--- config.mk ---
export PLATFORM = sky130hd
export DESIGN_NAME = isa_cycle_seq
export DESIGN_NICKNAME = d
export VERILOG_FILES = /design/src/rtl/isa_seq_pkg.sv /design/src/rtl/isa_width_probe.sv /design/src/rtl/isa_wait_ctrl.sv /design/src/rtl/isa_strobe_dec.sv /design/src/rtl/isa_cycle_seq.sv
export SDC_FILE = /design/constraint.sdc
export NUM_CORES = 1
export LEC_CHECK = 0
export BUFFER_PORTS_ARGS = -buffer_cell sky130_fd_sc_hd__buf_2
export CORE_MARGIN = 2
export CORE_UTILIZATION = 40
export DETAILED_ROUTE_END_ITERATION = 10
export PLACE_DENSITY_LB_ADDON = 0.05
export SLEW_MARGIN = 20
export SYNTH_ARGS = -nofsm -noshare
export SYNTH_HDL_FRONTEND = slang
export SYNTH_HIERARCHICAL = 1
export SYNTH_SLANG_ARGS = --single-unit
--- constraint.sdc ---
create_clock -name clk -period 3.61 [get_ports clk]
set_input_delay 0.361 -clock clk [delete_from_list [all_inputs] [get_ports clk]]
set_output_delay 0.361 -clock clk [all_outputs]
set_load 0.03 [all_outputs]
--- src/rtl/isa_seq_pkg.sv ---
`timescale 1ns/1ps
package isa_seq_pkg;
   localparam int unsigned BUS_W = 16;

   typedef enum logic [1:0] {
      ST_IDLE = 2'd0,
      ST_ADDR = 2'd1,
      ST_CMD  = 2'd2,
      ST_WAIT = 2'd3
   } seq_state_e;

   // an empty enable set is treated as the low byte
   function automatic logic [1:0] norm_be(input logic [1:0] be);
      return (be == 2'b00) ? 2'b01 : be;
   endfunction
endpackage

--- src/rtl/isa_width_probe.sv ---
`timescale 1ns/1ps
module isa_width_probe #(
   parameter bit M16_TWICE = 1'b1
) (
   input  logic clk,
   input  logic rst_n,
   input  logic in_addr,
   input  logic in_cmd,
   input  logic is_io,
   input  logic io16_n,
   input  logic m16_n,
   output logic ack16
);
   logic m16_early_q;
   logic ack_mem;

   always_ff @(posedge clk or negedge rst_n) begin
      if (!rst_n)       m16_early_q <= 1'b0;
      else if (in_addr) m16_early_q <= ~m16_n;
   end

   generate
      if (M16_TWICE) begin : g_two_samples
         assign ack_mem = m16_early_q | ~m16_n;
      end else begin : g_one_sample
         assign ack_mem = m16_early_q;
      end
   endgenerate

   assign ack16 = in_cmd & (is_io ? ~io16_n : ack_mem);
endmodule

--- src/rtl/isa_wait_ctrl.sv ---
`timescale 1ns/1ps
module isa_wait_ctrl #(
   parameter int unsigned WAIT8  = 4,
   parameter int unsigned WAIT16 = 1
) (
   input  logic clk,
   input  logic rst_n,
   input  logic in_cmd,
   input  logic in_wait,
   input  logic wide,
   input  logic is_io,
   input  logic chrdy,
   input  logic nows_n,
   output logic end_now
);
   localparam int unsigned MAXW  = (WAIT8 > WAIT16) ? WAIT8 : WAIT16;
   localparam int unsigned CNT_W = $clog2(MAXW + 1);
   localparam logic [CNT_W-1:0] L8    = CNT_W'(WAIT8);
   localparam logic [CNT_W-1:0] L16   = CNT_W'(WAIT16);
   localparam logic [CNT_W-1:0] L8M1  = CNT_W'(WAIT8 - 1);
   localparam logic [CNT_W-1:0] L16M1 = CNT_W'(WAIT16 - 1);

   logic [CNT_W-1:0] rem_q, rem_d;

   always_comb begin
      end_now = 1'b0;
      rem_d   = rem_q;
      if (in_cmd) begin
         if (!chrdy)                         rem_d   = wide ? L16 : L8;
         else if (wide && !is_io && !nows_n) end_now = 1'b1;
         else                                rem_d   = wide ? L16M1 : L8M1;
      end else if (in_wait && chrdy) begin
         if (rem_q == '0)                        end_now = 1'b1;
         else if (!(wide && is_io) && !nows_n)   end_now = 1'b1;
         else                                    rem_d   = rem_q - 1'b1;
      end
   end

   always_ff @(posedge clk or negedge rst_n) begin
      if (!rst_n) rem_q <= '0;
      else        rem_q <= rem_d;
   end
endmodule

--- src/rtl/isa_strobe_dec.sv ---
`timescale 1ns/1ps
module isa_strobe_dec (
   input  logic active,
   input  logic is_io,
   input  logic is_wr,
   input  logic low_meg,
   output logic iorc_n,
   output logic iowc_n,
   output logic mrdc_n,
   output logic mwtc_n,
   output logic smrdc_n,
   output logic smwtc_n
);
   logic mem_rd, mem_wr;
   assign mem_rd  = active & ~is_io & ~is_wr;
   assign mem_wr  = active & ~is_io &  is_wr;
   assign iorc_n  = ~(active & is_io & ~is_wr);
   assign iowc_n  = ~(active & is_io &  is_wr);
   assign mrdc_n  = ~mem_rd;
   assign mwtc_n  = ~mem_wr;
   assign smrdc_n = ~(mem_rd & low_meg);
   assign smwtc_n = ~(mem_wr & low_meg);
endmodule

--- src/rtl/isa_cycle_seq.sv ---
`timescale 1ns/1ps
module isa_cycle_seq
   import isa_seq_pkg::*;
#(
   parameter int unsigned ADDR_W    = 24,
   parameter int unsigned SA_W      = 20,
   parameter int unsigned WAIT8     = 4,
   parameter int unsigned WAIT16    = 1,
   parameter bit          M16_TWICE = 1'b1
) (
   input  logic                  clk,
   input  logic                  rst_n,
   input  logic                  req_valid,
   input  logic [ADDR_W-2:0]     req_waddr,
   input  logic                  req_io,
   input  logic                  req_wr,
   input  logic [1:0]            req_be,
   input  logic [BUS_W-1:0]      req_wdata,
   output logic                  busy,
   output logic                  done,
   output logic [BUS_W-1:0]      rd_data,
   output logic                  bale,
   output logic [SA_W-1:0]       sa,
   output logic [ADDR_W-SA_W+2:0] la,
   output logic                  sbhe_n,
   output logic                  aen,
   output logic                  iorc_n,
   output logic                  iowc_n,
   output logic                  mrdc_n,
   output logic                  mwtc_n,
   output logic                  smrdc_n,
   output logic                  smwtc_n,
   output logic [BUS_W-1:0]      sd_out,
   output logic                  sd_oe,
   input  logic [BUS_W-1:0]      sd_in,
   input  logic                  chrdy,
   input  logic                  nows_n,
   input  logic                  io16_n,
   input  logic                  m16_n
);
   localparam int unsigned LA_LO = SA_W - 3;
   localparam int unsigned HALF  = BUS_W / 2;

   generate
      if (ADDR_W <= SA_W)   begin : g_bad_addr  $error("ADDR_W must exceed SA_W"); end
      if (SA_W < 4)         begin : g_bad_sa    $error("SA_W too small");          end
      if (WAIT8 < 1)        begin : g_bad_w8    $error("WAIT8 must be >= 1");      end
      if (WAIT16 < 1)       begin : g_bad_w16   $error("WAIT16 must be >= 1");     end
      if (BUS_W != 16)      begin : g_bad_bus   $error("bus must be 16 bits");     end
   endgenerate

   seq_state_e st_q, st_d;
   logic [ADDR_W-1:1] addr_q;
   logic              io_q, wr_q, hi_q, wide_q, done_q;
   logic [1:0]        be_q;
   logic [BUS_W-1:0]  wd_q, rd_q;

   logic in_addr, in_cmd, in_wait, strobe_on;
   logic ack16, want16, wide_cmd, wide_now, end_now, split_more, low_meg, a0;

   assign in_addr   = (st_q == ST_ADDR);
   assign in_cmd    = (st_q == ST_CMD);
   assign in_wait   = (st_q == ST_WAIT);
   assign strobe_on = in_cmd | in_wait;

   assign want16     = (be_q == 2'b11);
   assign wide_cmd   = want16 & ~hi_q & ack16;
   assign wide_now   = in_cmd ? wide_cmd : wide_q;
   assign split_more = want16 & ~hi_q & ~wide_now;
   assign low_meg    = ~|addr_q[ADDR_W-1:SA_W];
   assign a0         = hi_q | (be_q == 2'b10);

   isa_width_probe #(.M16_TWICE(M16_TWICE)) probe_i (
      .clk     (clk),
      .rst_n   (rst_n),
      .in_addr (in_addr),
      .in_cmd  (in_cmd),
      .is_io   (io_q),
      .io16_n  (io16_n),
      .m16_n   (m16_n),
      .ack16   (ack16)
   );

   isa_wait_ctrl #(.WAIT8(WAIT8), .WAIT16(WAIT16)) wait_i (
      .clk     (clk),
      .rst_n   (rst_n),
      .in_cmd  (in_cmd),
      .in_wait (in_wait),
      .wide    (wide_now),
      .is_io   (io_q),
      .chrdy   (chrdy),
      .nows_n  (nows_n),
      .end_now (end_now)
   );

   isa_strobe_dec strobe_i (
      .active  (strobe_on),
      .is_io   (io_q),
      .is_wr   (wr_q),
      .low_meg (low_meg),
      .iorc_n  (iorc_n),
      .iowc_n  (iowc_n),
      .mrdc_n  (mrdc_n),
      .mwtc_n  (mwtc_n),
      .smrdc_n (smrdc_n),
      .smwtc_n (smwtc_n)
   );

   always_comb begin
      st_d = st_q;
      case (st_q)
         ST_IDLE: if (req_valid) st_d = ST_ADDR;
         ST_ADDR: st_d = ST_CMD;
         ST_CMD, ST_WAIT: begin
            if (end_now) st_d = split_more ? ST_ADDR : ST_IDLE;
            else         st_d = ST_WAIT;
         end
         default: st_d = ST_IDLE;
      endcase
   end

   always_ff @(posedge clk or negedge rst_n) begin
      if (!rst_n) begin
         st_q   <= ST_IDLE;
         addr_q <= '0;
         io_q   <= 1'b0;
         wr_q   <= 1'b0;
         hi_q   <= 1'b0;
         wide_q <= 1'b0;
         done_q <= 1'b0;
         be_q   <= 2'b00;
         wd_q   <= '0;
         rd_q   <= '0;
      end else begin
         st_q   <= st_d;
         done_q <= 1'b0;
         if (st_q == ST_IDLE && req_valid) begin
            addr_q <= req_waddr;
            io_q   <= req_io;
            wr_q   <= req_wr;
            be_q   <= norm_be(req_be);
            wd_q   <= req_wdata;
            rd_q   <= '0;
            hi_q   <= 1'b0;
            wide_q <= 1'b0;
         end
         if (in_cmd) wide_q <= wide_cmd;
         if (strobe_on && end_now) begin
            if (!wr_q) begin
               if (wide_now)            rd_q              <= sd_in;
               else if (hi_q)           rd_q[BUS_W-1:HALF] <= sd_in[HALF-1:0];
               else if (be_q == 2'b10)  rd_q[BUS_W-1:HALF] <= sd_in[BUS_W-1:HALF];
               else                     rd_q[HALF-1:0]     <= sd_in[HALF-1:0];
            end
            if (split_more) hi_q   <= 1'b1;
            else            done_q <= 1'b1;
         end
      end
   end

   assign busy    = (st_q != ST_IDLE);
   assign done    = done_q;
   assign rd_data = rd_q;
   assign bale    = in_addr;
   assign sa      = {addr_q[SA_W-1:1], a0};
   assign la      = addr_q[ADDR_W-1:LA_LO];
   assign sbhe_n  = ~(be_q[1] & ~hi_q);
   assign aen     = 1'b0;
   assign sd_oe   = wr_q & strobe_on;
   assign sd_out  = hi_q ? {wd_q[BUS_W-1:HALF], wd_q[BUS_W-1:HALF]} : wd_q;
endmodule

==> impl_summary.md <==
Power
The total power per unit cell area is 952.0 nW/um^2. The leakage power of the design is 2.378 nW. The peak ir drop on the vdd network is 0.3925 mV.

Die
The initial utilization of the core area, before any placement, comes to 41.08%. The die boundary width is 95.63 um. The number of ports placed on the die boundary is 137. The die height is 95.63 um. The floorplan has 33 rows.

The floorplan step defined a core boundary enclosing 8175 sq um. The area of the die is 9144 sq um.

Setup path
The critical path startpoint category is a register. The worst setup path is of the reg2reg kind. Counting both buffers and inverters, the worst setup path holds a total of 2.

The critical path goes through and2b_4, inv_1, a221oi_1, nand3b_1, o21ai_0, buf_4, a21oi_2, nor2_1, o31ai_1, nand2_1, a211o_1, mux2i_1. The worst-path cell with the longest stage delay is sky130_fd_sc_hd__o31ai_1. On the worst path, the slowest cell contributes a delay of 490 ps. The critical path data required time is 3830 ps. The setup slack on the worst flop-to-flop path is 490 ps. The critical path endpoint category is a register. The critical-path maximum fanout is 11.

The data arrival time of the worst path is 3340 ps. The kind of cell with the highest combined delay along the critical path is compound AO/OA/AOI/OAI gates.

Logic synthesis
The proportion of synthesized flip-flops having asynchronous set or reset is 100.0%. The count of synthesis-stage warnings from yosys is 6. The number of standard cells after synthesis is 372. By area the synthesized netlist is led by sky130_fd_sc_hd__dfrtp_1 51%, sky130_fd_sc_hd__nand2_1 16%, sky130_fd_sc_hd__buf_4 2.9%. The top cell type by area accounts for 50.67% of the synthesized area. The number of enable-type register cells in the synthesized netlist is 0.

Counting every net in the synthesized netlist gives 442. For this run, the register share of the synthesized area comes to 50.67%. The number of synthesized register bits is 68. The mean area per synthesized cell is 9.027 sq um. Of all cell types, the one taking the most synthesized area is sky130_fd_sc_hd__dfrtp_1.

Synthesis instantiated 56 different standard cells from the library. The dominant synthesized flop cell is sky130_fd_sc_hd__dfrtp_1. Summing every instance area after synthesis gives 3358 sq um.

Layout
0 antenna diodes ended up in the layout. Leaving out fill and tap cells, the most frequent cell in the layout is sky130_fd_sc_hd__nand2_1. The multi-input logic area is 1384 sq um.

The sequential standard cell area is 1702 sq um. Leaving out fill and tap cells, the most frequent cells in the layout are 146 x sky130_fd_sc_hd__nand2_1, 135 x sky130_fd_sc_hd__buf_2, 68 x sky130_fd_sc_hd__dfrtp_1, 26 x sky130_fd_sc_hd__inv_1, 12 x sky130_fd_sc_hd__nor2_1. For this run, the post-layout net count is 565. The fraction of final layout cells sized beyond drive strength 1 is 35.20%.

The count of fill cells added during filler insertion is 785. From synthesis to final layout, the design area changed by 25.60%. The post-layout instance area is 4218 sq um.

Clock network
Clock tree synthesis inserted a total of 9 buffers. The number of sinks on the clock net is 68. The largest buffer count on any clock path is 2. The library cell used as clock root buffer is sky130_fd_sc_hd__clkbuf_8.

The deepest level of the CTS H-tree is 3. The count of cells resized by post-cts repair is 0. The CTS tree is done. The insertion delay to the later sink of the worst-skew pair is 350 ps. The clock-pin slew on the worst setup and hold paths is 80 ps.

Detailed routing
The final wirelength is 8.140 mm. The first detailed-routing pass took 4 iterations. The count of antenna-violating nets left after detailed routing is 0. The detailed router's first-iteration violation count is 189. The via count is 2904. In the final routed layout, each cell accounts on average for 13.45 um. The remaining routing DRC violations is 0. In the routed layout, each cell is associated on average with a via count of 4.800.

Global route
The first global-routing pass estimated 12.88 mm of wire. The largest net degree at the start of global routing is 63. The number of antenna violations at the first check in global routing is 0. Global routing used 18.29% of the available tracks across all layers. The number of global-route vias before repair is 2715. The overall overflow remaining after global route is 0.

STA
On the final layout, the worst clock skew is 9.335 ps. The final-report max-slew violation count was 0. Measured against its own limit, the worst slew margin works out to 35.63%. Setup violations remaining at the end of the flow were counted as 0. Setup repair after global routing left no endpoint under its margin. The count of final hold-check violations is 0.

Dividing the final minimum period by the clock period gives 86.48%. The worst-margin pin slew is 963.2 ps. The worst path in the final design needs a cycle of 3122 ps, including I/O delays and setup. The sum of negative setup slack is 0 ps.

The maximum clock frequency is 320.3 MHz.

Placed design
In this run the cell area measured after placement is 4024 sq um. The number of I/O port buffers is 135. The final weighted congestion of routability-driven global placement is 0.8565. The half-perimeter wire length after detailed placement is 5.659 mm.

Status
The flow ran to the end, and the final reports show no timing, DRC or antenna violations.

Flow run
Max-cap violations in this run came to 0.

Worst hold path
The class of the worst hold path is in2reg.
cells by family after synthesis:
kind of cell / Yosys count / synth area share [%]
and+or+nand+nor: 198 / 26.57
DFF: 68 / 50.67
buffers and inverters: 55 / 8.345
AOI/OAI and AO/OA: 29 / 7.452
muxes: 17 / 5.365
adders and majority gates: 4 / 1.490
other: 1 / 0.1117
power by group:
group,switching [mW],total [mW],internal [mW]
registers,0.244,1.35,1.11
clock network,0.294,0.610,0.316
logic,1.38,2.05,0.673
through the flow:
| step | utilization, % | power [mW] | hold slack [ps] | setup slack [ps] | instances |
|---|---|---|---|---|---|
| 2_1_floorplan | - | 2.917 | 65.41 | 803.4 | 372 |
| 3_3_place_gp | 49.22 | 3.407 | 296.5 | 633.8 | 588 |
| 3_5_place_dp | 49.22 | 3.436 | 295.8 | 536.4 | 588 |
| 4_1_cts | 51.59 | 4.057 | 186.4 | 496.3 | 605 |
| 5_1_grt | 51.59 | 4.290 | 194.5 | 135.0 | 605 |
| 6_report | 51.59 | 4.015 | 198.7 | 488.2 | 605 |
state kept, by name, summed over array words and instances, names as in the netlist, 2 cells and up:
register	count
rd_data	16
addr_q	23
st_q	2
wd_q	16
be_q	2
wait_i/rem_q	3
worst register-to-register path, cell delays in order (launching register included):
cell and delay (ps):
sky130_fd_sc_hd__dfrtp_1 470, sky130_fd_sc_hd__and2b_4 270, sky130_fd_sc_hd__inv_1 60, sky130_fd_sc_hd__a221oi_1 50
sky130_fd_sc_hd__nand3b_1 120, sky130_fd_sc_hd__o21ai_0 120, sky130_fd_sc_hd__buf_4 180, sky130_fd_sc_hd__a21oi_2 270
sky130_fd_sc_hd__nor2_1 90, sky130_fd_sc_hd__o31ai_1 490, sky130_fd_sc_hd__nand2_1 180, sky130_fd_sc_hd__a211o_1 490
sky130_fd_sc_hd__mux2i_1 190
final cells by class:
| class | instances | area share, % |
|---|---|---|
| Sequential cell | 68 | 40.34 |
| Multi-Input combinational cell | 249 | 32.81 |
| Timing Repair Buffer | 140 | 16.97 |
| Clock buffer | 11 | 3.115 |
| Tap cell | 105 | 3.115 |
| Inverter | 27 | 2.403 |
| Clock inverter | 5 | 1.246 |
cells in the mapped netlist, types with 2 or more instances:
cell	count
sky130_fd_sc_hd__inv_1	26
sky130_fd_sc_hd__mux2_2	8
sky130_fd_sc_hd__a21oi_1	2
sky130_fd_sc_hd__nor2_1	13
sky130_fd_sc_hd__nor4_1	2
sky130_fd_sc_hd__buf_4	13
sky130_fd_sc_hd__clkbuf_1	5
sky130_fd_sc_hd__dfrtp_1	68
sky130_fd_sc_hd__a221oi_1	9
sky130_fd_sc_hd__nand4b_1	2
sky130_fd_sc_hd__and2_1	3
sky130_fd_sc_hd__nor2b_1	3
sky130_fd_sc_hd__nand2_1	146
sky130_fd_sc_hd__nand3b_1	3
sky130_fd_sc_hd__nand3_1	6
sky130_fd_sc_hd__buf_2	8
sky130_fd_sc_hd__mux2i_1	9
sky130_fd_sc_hd__or3_1	2
sky130_fd_sc_hd__buf_6	2
sky130_fd_sc_hd__o311ai_0	3
sky130_fd_sc_hd__ha_1	4
routing by layer:
layer | global-route usage, % | part of all wire [%] | vias to the layer above
met3 | 4.822 | 7.7 | 8
met1 | 24.81 | 45 | 1362
met4 | 7.857 | 1.1 | 0
met5 | 0 | 0 | -
li1 | - | - | 1443
met2 | 27.56 | 47 | 91
path summary, 6_finish.rpt:
path / from / cells after the start / endpoint
min in group asynchronous: rst_n / 2 / rd_data[12]
worst min-delay path: req_waddr[1] / 3 / addr_q[2]
worst max register to register: st_q[0] / 12 / rd_data[6]
worst max-delay path: st_q[0] / 12 / rd_data[6]
max in group asynchronous: rst_n / 3 / rd_data[15]
worst min register to register: addr_q[16] / 2 / addr_q[16]
timing repair:
action / in CTS / in global routing
setup endpoints to repair: 0 / 0
hold buffers: 1 / 0
endpoints found under the hold margin: 15 / 0
buffers inserted: 0 / 0
Note: power is estimated with default switching activity, not from simulation.
